--- config.mk ---
export PLATFORM = sky130hd
export DESIGN_NAME = seq_add_unit
export DESIGN_NICKNAME = d
export VERILOG_FILES = /design/src/rtl/seq_add_pkg.sv /design/src/rtl/sa_reg.sv /design/src/rtl/sa_ctrl.sv /design/src/rtl/sa_datapath.sv /design/src/rtl/seq_add_unit.sv
export SDC_FILE = /design/constraint.sdc
export NUM_CORES = 1
export LEC_CHECK = 0
export BUFFER_PORTS_ARGS = -buffer_cell sky130_fd_sc_hd__buf_2
export CORE_ASPECT_RATIO = 0.75
export CORE_MARGIN = 3
export CORE_UTILIZATION = 37
export CTS_CLUSTER_DIAMETER = 40
export DETAILED_ROUTE_END_ITERATION = 6
export SYNTH_ARGS = -nofsm -noshare
export SYNTH_HDL_FRONTEND = slang
export SYNTH_SLANG_ARGS = --single-unit
export TNS_END_PERCENT = 100
--- constraint.sdc ---
create_clock -name clk -period 4.66 [get_ports clk]
set_input_delay 0.699 -clock clk [delete_from_list [all_inputs] [get_ports clk]]
set_output_delay 0.699 -clock clk [all_outputs]
set_load 0.02 [all_outputs]
--- src/rtl/seq_add_pkg.sv ---
package seq_add_pkg;
    typedef enum logic [1:0] {
        ST_IDLE    = 2'd0,
        ST_CAPTURE = 2'd1,
        ST_SUM     = 2'd2
    } sa_state_t;
endpackage

--- src/rtl/sa_reg.sv ---
module sa_reg #(
    parameter int WIDTH = 16
) (
    input  logic             clk,
    input  logic             clr,
    input  logic             ld,
    input  logic [WIDTH-1:0] d,
    output logic [WIDTH-1:0] q
);
    // clear wins over load; otherwise hold
    always_ff @(posedge clk) begin
        if (clr)
            q <= '0;
        else if (ld)
            q <= d;
    end
endmodule

--- src/rtl/sa_ctrl.sv ---
module sa_ctrl
    import seq_add_pkg::*;
(
    input  logic clk,
    input  logic rst,
    input  logic go_req,
    output logic ld_opnd,
    output logic ld_sum,
    output logic ready
);
    sa_state_t state_q, state_d;

    always_ff @(posedge clk) begin
        if (rst)
            state_q <= ST_IDLE;
        else
            state_q <= state_d;
    end

    always_comb begin
        state_d = state_q;
        unique case (state_q)
            ST_IDLE:    state_d = go_req ? ST_CAPTURE : ST_IDLE;
            ST_CAPTURE: state_d = ST_SUM;
            ST_SUM:     state_d = ST_IDLE;
            default:    state_d = ST_IDLE;
        endcase
    end

    always_comb begin
        ld_opnd = 1'b0;
        ld_sum  = 1'b0;
        ready   = 1'b0;
        unique case (state_q)
            ST_IDLE:    ready   = 1'b1;
            ST_CAPTURE: ld_opnd = 1'b1;
            ST_SUM:     ld_sum  = 1'b1;
            default:    ready   = 1'b0;
        endcase
    end
endmodule

--- src/rtl/sa_datapath.sv ---
module sa_datapath #(
    parameter int DATA_W = 16
) (
    input  logic              clk,
    input  logic              clr,
    input  logic              ld_opnd,
    input  logic              ld_sum,
    input  logic [DATA_W-1:0] opa,
    input  logic [DATA_W-1:0] opb,
    output logic [DATA_W-1:0] sum
);
    localparam int NUM_OPND = 2;

    logic [DATA_W-1:0] opnd_d [NUM_OPND];
    logic [DATA_W-1:0] opnd_q [NUM_OPND];
    logic [DATA_W-1:0] add_res;

    assign opnd_d[0] = opa;
    assign opnd_d[1] = opb;

    for (genvar i = 0; i < NUM_OPND; i++) begin : g_opnd
        sa_reg #(.WIDTH(DATA_W)) u_opnd (
            .clk (clk),
            .clr (clr),
            .ld  (ld_opnd),
            .d   (opnd_d[i]),
            .q   (opnd_q[i])
        );
    end

    // width-truncated add: carry out of the top bit is discarded
    assign add_res = opnd_q[0] + opnd_q[1];

    sa_reg #(.WIDTH(DATA_W)) u_res (
        .clk (clk),
        .clr (clr),
        .ld  (ld_sum),
        .d   (add_res),
        .q   (sum)
    );
endmodule

--- src/rtl/seq_add_unit.sv ---
module seq_add_unit #(
    parameter int DATA_W = 16
) (
    input  logic              clk,
    input  logic              rst,
    input  logic              go_req,
    input  logic [DATA_W-1:0] opa_in,
    input  logic [DATA_W-1:0] opb_in,
    output logic [DATA_W-1:0] sum_out,
    output logic              ready_out
);
    logic ld_opnd, ld_sum;

    sa_ctrl u_ctrl (
        .clk     (clk),
        .rst     (rst),
        .go_req  (go_req),
        .ld_opnd (ld_opnd),
        .ld_sum  (ld_sum),
        .ready   (ready_out)
    );

    sa_datapath #(.DATA_W(DATA_W)) u_dp (
        .clk     (clk),
        .clr     (rst),
        .ld_opnd (ld_opnd),
        .ld_sum  (ld_sum),
        .opa     (opa_in),
        .opb     (opb_in),
        .sum     (sum_out)
    );
endmodule

==> impl_metrics.xml, run 1 <==
<?xml version="1.0" encoding="UTF-8"?>
<metrics>
  <group name="worst_setup_path">
    <metric name="critical-path-top-delay-family" unit="">compound AO/OA/AOI/OAI gates</metric>
    <metric name="maximum_fanout_encountered_on_the_critical_timing_path" unit="">6</metric>
    <metric name="timing_worst_setup_path_type" unit="">flop to flop</metric>
    <metric name="ff_to_ff_setup_slack" unit="ns">2.55</metric>
    <metric name="critical_path.reg2reg.endpoint" unit="">u_dp.u_res.q[15]</metric>
    <metric name="cp.buffers_inverters" unit="">0</metric>
    <metric name="slowest_stage" unit="">a221o_1</metric>
    <metric name="worstPathArrival" unit="ns">2.26</metric>
    <metric name="setup.worst_path.end_class" unit="">flop</metric>
    <metric name="cp_slowest_stage_delay" unit="ns">0.43</metric>
    <metric name="ff2ff_path_depth" unit="">7</metric>
    <metric name="r2r_start" unit="">u_dp.g_opnd[1].u_opnd.q[9]</metric>
    <metric name="critPathLaunchType" unit="">flop</metric>
    <metric name="critical_path.cell_chain" unit="">ha_1 -&gt; a21o_1 -&gt; a221o_1 -&gt; a21oi_1 -&gt; o41ai_2 -&gt; xnor2_1 -&gt; a211oi_2</metric>
    <metric name="timing.critical_path.required" unit="ns">4.80</metric>
  </group>
  <group name="global_routing">
    <metric name="grt_use_met3" unit="%">3.11</metric>
    <metric name="globalRouteMet1Util" unit="%">24.3</metric>
    <metric name="grt_start_max_net_pins" unit="">52</metric>
    <metric name="groute.usage.overall" unit="%">15.4</metric>
    <metric name="grt_overflow" unit="">0</metric>
    <metric name="wire_length_of_the_first_global_routing_pass" unit="microns">9400</metric>
    <metric name="grtUsageMet2" unit="%">21.0</metric>
    <metric name="vias_in_the_first_global_route" unit="">1961</metric>
    <metric name="grt_busiest_layer" unit="">met1</metric>
    <metric name="antenna_found_initial" unit="">0</metric>
  </group>
  <group name="sta">
    <metric name="post-route-min-period" unit="ns">2.11</metric>
    <metric name="grt_setup_unrepaired" unit="">false</metric>
    <metric name="postLayoutSetupSlackWorst" unit="ns">2.55</metric>
    <metric name="final.period_utilization" unit="%">45.3</metric>
    <metric name="setup_tns_after_final_layout" unit="ns">0</metric>
    <metric name="max-slew-margin-rel" unit="%">37.4</metric>
    <metric name="report.final.hold_viol_count" unit="">0</metric>
    <metric name="finalSetupViolCount" unit="">0</metric>
    <metric name="clock_skew" unit="ns">0.0109</metric>
    <metric name="peak_clock_frequency_supported_by_timing" unit="MHz">473</metric>
    <metric name="final_max_slew_viol_count" unit="">0</metric>
    <metric name="worstMarginPinSlew" unit="ns">0.938</metric>
  </group>
  <group name="final_layout">
    <metric name="antenna_cells" unit="">0</metric>
    <metric name="design.final.nets" unit="">397</metric>
    <metric name="layout_commonest_cell" unit="">nand2_1</metric>
    <metric name="post_route_cells_drive_above_1_share" unit="%">19.6</metric>
    <metric name="final_cell_utilization_of_the_core" unit="%">46.7</metric>
    <metric name="fillCellCount" unit="">643</metric>
    <metric name="flow.area_growth_from_synthesis" unit="%">17.2</metric>
    <metric name="multi_input_comb_area" unit="sq um">1330</metric>
    <metric name="layout.cells.most_common_list" unit="">nand2_1, a21oi_1, buf_2</metric>
    <metric name="seq_area" unit="sq um">1000</metric>
  </group>
  <group name="synthesis">
    <metric name="synth.yosys.seq_area_share" unit="%">41.6</metric>
    <metric name="yosys.cell_types.count" unit="">41</metric>
    <metric name="mappedNetlistNets" unit="">353</metric>
    <metric name="syn-instance-count" unit="">302</metric>
    <metric name="synth.avg_cell_area" unit="sq um">7.96</metric>
    <metric name="netlist_area" unit="sq um">2400</metric>
    <metric name="synth_seq_cells" unit="">50</metric>
    <metric name="yosysWarnings" unit="">0</metric>
  </group>
  <group name="drt">
    <metric name="drcViolationCount" unit="">0</metric>
    <metric name="routed_wl" unit="microns">5510</metric>
    <metric name="detailed_route_iter0_violations" unit="">77</metric>
    <metric name="detail_route.wl_per_cell" unit="microns">13.0</metric>
    <metric name="antenna_left" unit="">0</metric>
    <metric name="vias" unit="">2099</metric>
    <metric name="post_drt_via_cell_ratio" unit="">4.94</metric>
    <metric name="dr.pass1.iters" unit="">4</metric>
  </group>
  <group name="job">
    <metric name="max_cap_viols" unit="">0</metric>
  </group>
  <group name="die">
    <metric name="floorplan.initialDensity" unit="%">39.8</metric>
    <metric name="chipWidth" unit="microns">99.1</metric>
    <metric name="io_pins" unit="">52</metric>
    <metric name="die_height" unit="microns">75.8</metric>
    <metric name="die_area" unit="sq um">7510</metric>
    <metric name="core.rowCount" unit="">24</metric>
    <metric name="core_region_area" unit="sq um">6040</metric>
  </group>
  <group name="clock_network">
    <metric name="cts_setup_buffers" unit="">0</metric>
    <metric name="tritoncts_clock_tree" unit="">built</metric>
    <metric name="clock_path_buffers" unit="">2</metric>
    <metric name="clkSlewWorstSetupHoldPaths" unit="ns">0.10</metric>
    <metric name="hold_fix_buffers_cts" unit="">0</metric>
    <metric name="clock_tree.htree_level_count" unit="">2</metric>
    <metric name="cts.sink_count" unit="">50</metric>
    <metric name="insertion_delay" unit="ns">0.30</metric>
    <metric name="cts_resized" unit="">0</metric>
    <metric name="cts_made_buffers" unit="">5</metric>
    <metric name="clk_root_buffer_cell" unit="">clkbuf_8</metric>
  </group>
  <group name="min_path">
    <metric name="hold_path_depth" unit="">2</metric>
    <metric name="hold_path.class" unit="">flop to flop</metric>
    <metric name="hold_path_end" unit="">u_dp.u_res.q[3]</metric>
    <metric name="min_from" unit="">u_dp.u_res.q[3]</metric>
  </group>
  <group name="placed_design">
    <metric name="place.port_buffers" unit="">51</metric>
    <metric name="place.gp.congestion" unit="">0.778</metric>
    <metric name="placement_stage_worst_setup_slack" unit="ns">2.61</metric>
    <metric name="dp_hpwl" unit="microns">4080</metric>
  </group>
  <group name="power">
    <metric name="seqPwrFrac" unit="%">54.7</metric>
    <metric name="vdd_ir_drop_max" unit="mV">0.120</metric>
    <metric name="p_sw_share" unit="%">26.7</metric>
    <metric name="comb_power_share" unit="%">13.1</metric>
    <metric name="switching_power" unit="mW">0.222</metric>
    <metric name="total_leakage_power" unit="nW">1.24</metric>
    <metric name="power.internal" unit="mW">0.610</metric>
    <metric name="power" unit="mW">0.832</metric>
    <metric name="power.density" unit="nW/um^2">295</metric>
    <metric name="clockPowerShare" unit="%">32.2</metric>
  </group>
  <group name="status">
    <metric name="run_status" unit="">complete, no violations</metric>
  </group>
</metrics>
## cells by family after synthesis
logic type | synth area share, %
fa+ha+maj | 8.64
simple gates | 21.0
buf+inv | 3.12
compound gates | 21.3
xor+xnor | 4.37
flops | 41.6
## stage by stage
| stage | hold WS (ns) | instance area [sq um] | cells |
|---|---|---|---|
| finish | 0.452 | 2820 | 425 |
| global route | 0.473 | 2820 | 425 |
| CTS | 0.454 | 2820 | 425 |
| detailed placement | 0.442 | 2720 | 417 |
| global placement | 0.435 | 2720 | 417 |
| floorplan | 0.440 | 2400 | 302 |
## Yosys cell counts
cell type	count	area (sq um)
nor4b_1	1	8.76
a221o_1	1	10.0
a211oi_1	2	15.0
nand3b_1	2	15.0
o311ai_1	1	8.76
nor3_1	1	5.00
o21bai_1	1	7.51
and2_1	1	6.26
ha_1	15	188
nand2_1	85	319
nor3_2	1	10.0
nand3_1	7	35.0
nor4_1	2	12.5
a21boi_0	1	7.51
a21oi_2	1	8.76
xor2_1	5	43.8
o211ai_1	3	22.5
o21ai_0	4	20.0
o311a_1	1	10.0
inv_1	3	11.3
nand2b_1	3	18.8
a22o_1	3	26.3
a211oi_2	1	12.5
nor2_1	13	48.8
o21ai_1	1	5.00
a211o_1	1	8.76
a21o_1	3	22.5
nor2b_1	2	12.5
buf_1	3	11.3
fa_1	1	20.0
clkbuf_1	14	52.6
and3_1	1	6.26
a21oi_1	53	265
xnor2_1	7	61.3
or2_2	1	6.26
a31oi_1	2	12.5
o2111a_1	1	11.3
o311ai_0	1	8.76
o41ai_2	1	16.3
dfxtp_1	50	1000
o22ai_1	2	12.5
## flip-flops by register name (all words and copies together), names as in the netlist
name                  flops
u_dp.g_opnd.u_opnd.q     32
u_ctrl.state_q            2
u_dp.u_res.q             16
## power by group through the flow
stage / logic [mW] / registers [mW] / clock network, mW
floorplan: 0.0704 / 0.465 / 0
global placement: 0.108 / 0.464 / 0
detailed placement: 0.109 / 0.465 / 0
CTS: 0.110 / 0.455 / 0.278
global route: 0.123 / 0.457 / 0.295
finish: 0.109 / 0.455 / 0.268
## worst min-delay path, stage by stage, from the launching register on
cell and delay [ns]:
dfxtp_1 0.32, nand2_1 0.05, a21oi_1 0.05
## final cells by class
type	instances	share of cell area (%)
inverters	3	0.400
flip-flops and latches	50	35.5
multi-input cells	232	47.2
well taps	78	3.46
clock buffers	6	2.93
clock inverters	2	0.577
repair buffers	54	9.86
## worst max-delay path by stage
| stage | start | endpoint | slack [ns] | depth (start not counted) |
|---|---|---|---|---|
| floorplan | u_dp.g_opnd[1].u_opnd.q[9] | u_dp.u_res.q[13] | 2.77 | 7 |
| global placement | u_dp.g_opnd[1].u_opnd.q[9] | u_dp.u_res.q[15] | 2.60 | 7 |
| detailed placement | u_dp.g_opnd[1].u_opnd.q[9] | u_dp.u_res.q[15] | 2.61 | 7 |
| CTS | u_dp.g_opnd[1].u_opnd.q[9] | u_dp.u_res.q[15] | 2.56 | 7 |
| global route | u_dp.g_opnd[1].u_opnd.q[9] | u_dp.u_res.q[15] | 2.44 | 7 |
| finish | u_dp.g_opnd[1].u_opnd.q[9] | u_dp.u_res.q[15] | 2.55 | 7 |
## per-layer routing
layer  vias up  routed length (microns)
met5         -                        0
met3         2                      255
met2        53                     1970
li1       1123                        -
met4         0                       32
met1       921                     3260
(Power assumes the default switching activity.)
==> run 2: changes to the inputs <==
Settings changed: ABC_AREA set to 1.
Clock period 4.66 ns to 2.04 ns, I/O delays scaled along.
==> run 2 against run 1 <==
Net effect: worst hold slack worse by 0.23 ns; flip-flop and latch count stayed put; die area grew 11%; final area up 11%; combinational power grew to 3.5 times the previous value; utilization fell by 1.4 points.
==> impl_metrics.xml, run 2 <==
<?xml version="1.0" encoding="UTF-8"?>
<metrics>
  <group name="status">
    <metric name="run_status" unit="">complete, no violations</metric>
  </group>
  <group name="die">
    <metric name="floorplan.initialDensity" unit="%">38.9</metric>
    <metric name="chipWidth" unit="microns">105</metric>
    <metric name="io_pins" unit="">52</metric>
    <metric name="die_area" unit="sq um">8370</metric>
    <metric name="core.rowCount" unit="">26</metric>
    <metric name="die_height" unit="microns">80.0</metric>
    <metric name="core_region_area" unit="sq um">6930</metric>
  </group>
  <group name="final_layout">
    <metric name="largest_register_ff_count" unit="">32</metric>
    <metric name="antenna_cells" unit="">0</metric>
    <metric name="layout_commonest_cell" unit="">nor2_1</metric>
    <metric name="design.final.nets" unit="">507</metric>
    <metric name="post_route_cells_drive_above_1_share" unit="%">19.0</metric>
    <metric name="flow.area_growth_from_synthesis" unit="%">16.2</metric>
    <metric name="layout.cells.most_common_list" unit="">nor2_1, nand2_1, buf_2</metric>
    <metric name="registers_with_the_most_flip_flops" unit="">u_dp.g_opnd.u_opnd.q x32, u_dp.u_res.q x16, u_ctrl.state_q x2</metric>
    <metric name="seq_area" unit="sq um">1000</metric>
    <metric name="multi_input_comb_area" unit="sq um">1430</metric>
    <metric name="largest-register" unit="">u_dp.g_opnd.u_opnd.q</metric>
    <metric name="fillCellCount" unit="">771</metric>
    <metric name="post_route_cell_area" unit="sq um">3140</metric>
  </group>
  <group name="global_routing">
    <metric name="wire_length_of_the_first_global_routing_pass" unit="microns">10600</metric>
    <metric name="antenna_found_initial" unit="">0</metric>
    <metric name="vias_in_the_first_global_route" unit="">2314</metric>
    <metric name="grt_start_max_net_pins" unit="">34</metric>
    <metric name="grt_overflow" unit="">0</metric>
    <metric name="groute.usage.overall" unit="%">15.4</metric>
  </group>
  <group name="drt">
    <metric name="antenna_left" unit="">0</metric>
    <metric name="post_drt_via_cell_ratio" unit="">4.45</metric>
    <metric name="detail_route.wl_per_cell" unit="microns">10.9</metric>
    <metric name="routed_wl" unit="microns">6040</metric>
    <metric name="drcViolationCount" unit="">0</metric>
    <metric name="dr.pass1.iters" unit="">4</metric>
    <metric name="detailed_route_iter0_violations" unit="">73</metric>
    <metric name="vias" unit="">2470</metric>
  </group>
  <group name="clock_network">
    <metric name="insertion_delay" unit="ns">0.30</metric>
    <metric name="clk_root_buffer_cell" unit="">clkbuf_8</metric>
    <metric name="cts_setup_buffers" unit="">0</metric>
    <metric name="cts_made_buffers" unit="">5</metric>
    <metric name="clock_path_buffers" unit="">2</metric>
    <metric name="hold_fix_buffers_cts" unit="">0</metric>
    <metric name="clkSlewWorstSetupHoldPaths" unit="ns">0.09</metric>
    <metric name="clock_tree.htree_level_count" unit="">2</metric>
    <metric name="tritoncts_clock_tree" unit="">built</metric>
    <metric name="cts_resized" unit="">0</metric>
    <metric name="cts.sink_count" unit="">50</metric>
  </group>
  <group name="synthesis">
    <metric name="synth_top_area_share" unit="%">37.1</metric>
    <metric name="synth_area_leaders" unit="">dfxtp_1, nor2_1, nand2_1, ha_1, inv_1</metric>
    <metric name="synth.avg_cell_area" unit="sq um">6.61</metric>
    <metric name="synth-edff-count" unit="">0</metric>
    <metric name="syn-instance-count" unit="">408</metric>
    <metric name="netlist_area" unit="sq um">2700</metric>
    <metric name="synth.yosys.seq_area_share" unit="%">37.1</metric>
    <metric name="synth.top_cells.by_count" unit="">nor2_1, nand2_1, dfxtp_1</metric>
    <metric name="synth_seq_cells" unit="">50</metric>
    <metric name="ffs_w_async_s_r_synth" unit="%">0</metric>
    <metric name="mappedNetlistNets" unit="">459</metric>
    <metric name="yosysTopAreaCell" unit="">dfxtp_1</metric>
    <metric name="synth.most_common_cell" unit="">nor2_1</metric>
    <metric name="ys.flop_type" unit="">dfxtp_1</metric>
    <metric name="yosysWarnings" unit="">0</metric>
    <metric name="yosys.cell_types.count" unit="">24</metric>
  </group>
  <group name="worst_setup_path">
    <metric name="cp.buffers_inverters" unit="">1</metric>
    <metric name="setup.worst_path.end_class" unit="">flop</metric>
    <metric name="timing.critical_path.required" unit="ns">2.25</metric>
    <metric name="critical_path.cell_chain" unit="">ha_1 -&gt; fa_1 -&gt; nand2_1 -&gt; nand3_1 -&gt; nand3_1 -&gt; nand2_1 -&gt; nand2_1 -&gt; nand2_1 -&gt; nand2_1 -&gt; nand3_1 -&gt; nand2_1 -&gt; inv_1</metric>
    <metric name="slowest_stage" unit="">fa_1</metric>
    <metric name="cell_repeated_most_along_the_worst_path" unit="">nand2_1</metric>
    <metric name="maximum_fanout_encountered_on_the_critical_timing_path" unit="">3</metric>
    <metric name="path_depth" unit="">12</metric>
    <metric name="timing_worst_setup_path_type" unit="">flop to flop</metric>
    <metric name="critical-path-top-delay-family" unit="">simple AND/OR/NAND/NOR gates</metric>
    <metric name="critPathLaunchType" unit="">flop</metric>
    <metric name="worstPathArrival" unit="ns">1.98</metric>
    <metric name="cp_slowest_stage_delay" unit="ns">0.41</metric>
    <metric name="ff2ff_path_depth" unit="">12</metric>
  </group>
  <group name="placed_design">
    <metric name="place.gp.congestion" unit="">0.824</metric>
    <metric name="dp_hpwl" unit="microns">4670</metric>
    <metric name="cell_area_after_placement" unit="sq um">3050</metric>
    <metric name="place.port_buffers" unit="">51</metric>
  </group>
  <group name="min_path">
    <metric name="hold_path.class" unit="">input port to flop</metric>
    <metric name="hold_path_depth" unit="">3</metric>
  </group>
  <group name="power">
    <metric name="total_leakage_power" unit="nW">1.68</metric>
    <metric name="power.density" unit="nW/um^2">652</metric>
    <metric name="vdd_ir_drop_max" unit="mV">0.349</metric>
  </group>
  <group name="sta">
    <metric name="setup_tns_after_final_layout" unit="ns">0</metric>
    <metric name="worstMarginPinSlew" unit="ns">0.524</metric>
    <metric name="report.final.hold_viol_count" unit="">0</metric>
    <metric name="clock_skew" unit="ns">0.00618</metric>
    <metric name="final.period_utilization" unit="%">86.9</metric>
    <metric name="finalSetupViolCount" unit="">0</metric>
    <metric name="grt_setup_unrepaired" unit="">false</metric>
    <metric name="peak_clock_frequency_supported_by_timing" unit="MHz">564</metric>
    <metric name="max-slew-margin-rel" unit="%">65.0</metric>
    <metric name="final_max_slew_viol_count" unit="">0</metric>
    <metric name="post-route-min-period" unit="ns">1.77</metric>
  </group>
  <group name="job">
    <metric name="max_cap_viols" unit="">0</metric>
  </group>
</metrics>
==> run 2: changes by cell type after synthesis, sizes merged, moves of 3 or more <==
cell    delta
a22o       -3
a211oi     -3
xor2       -3
xnor2      -4
nand3     +16
o21ai     +35
a21o       -3
clkbuf     -5
nand2b     -3
nor2      +88
inv       +53
a21oi     -43
==> run 2: worst paths after layout <==
check,start,end,slack [ns]
max,u_dp.g_opnd[1].u_opnd.q[0],u_dp.u_res.q[10],0.27
min reg2reg,u_dp.u_res.q[0],u_dp.u_res.q[0],0.49
min,opa_in[8],u_dp.g_opnd[0].u_opnd.q[8],0.22
max reg2reg,u_dp.g_opnd[1].u_opnd.q[0],u_dp.u_res.q[10],0.27
==> run 2: per-layer routing <==
| metal | part of all wire (%) | vias up | GRT usage [%] |
|---|---|---|---|
| met2 | 35 | 64 | 20.6 |
| met1 | 58 | 1041 | 24.3 |
| met5 | 0 | - | 0 |
| met3 | 6.2 | 5 | 3.72 |
| met4 | 0.63 | 0 | 3.28 |
| li1 | - | 1360 | - |
==> run 2: logic make-up after synthesis <==
logic type / Yosys count / synth area share, %
and+or+nand+nor: 213 / 33.0
buffers and inverters: 70 / 9.92
AOI/OAI and AO/OA: 54 / 10.7
DFF: 50 / 37.1
adders and majority gates: 16 / 7.70
xor gates and xnor gates: 5 / 1.62
==> run 2: area by class of cell <==
class / instances / area share [%]
clock inverters: 1 / 0.160
flip-flops and latches: 50 / 31.9
clock buffers: 7 / 2.75
multi-input cells: 288 / 45.6
inverters: 57 / 6.82
well taps: 98 / 3.91
repair buffers: 54 / 8.86
==> run 2: worst register-to-register path, delay by kind of cell (launching register included) <==
| kind | cells | cell delay (ns) |
|---|---|---|
| and+or+nand+nor | 9 | 0.70 |
| adders and majority gates | 2 | 0.63 |
| DFF | 1 | 0.32 |
| buffers and inverters | 1 | 0.03 |
==> run 2: through the flow <==
step | setup WS, ns | power (mW) | cells | utilization, % | hold slack, ns
finish | 0.268 | 2.05 | 555 | 45.3 | 0.219
global route | 0.170 | 2.17 | 555 | 45.3 | 0.218
CTS | 0.265 | 2.07 | 555 | 45.3 | 0.217
detailed placement | 0.273 | 1.47 | 547 | 44.0 | 0.468
global placement | 0.320 | 1.47 | 547 | 44.0 | 0.462
floorplan | 0.438 | 1.36 | 408 | - | 0.429
==> run 2: power by group <==
group	total (mW)	switching (mW)	internal, mW
sequential	1.07	0.0356	1.04
clock	0.593	0.319	0.274
combinational	0.380	0.236	0.144
total	2.05	0.591	1.46
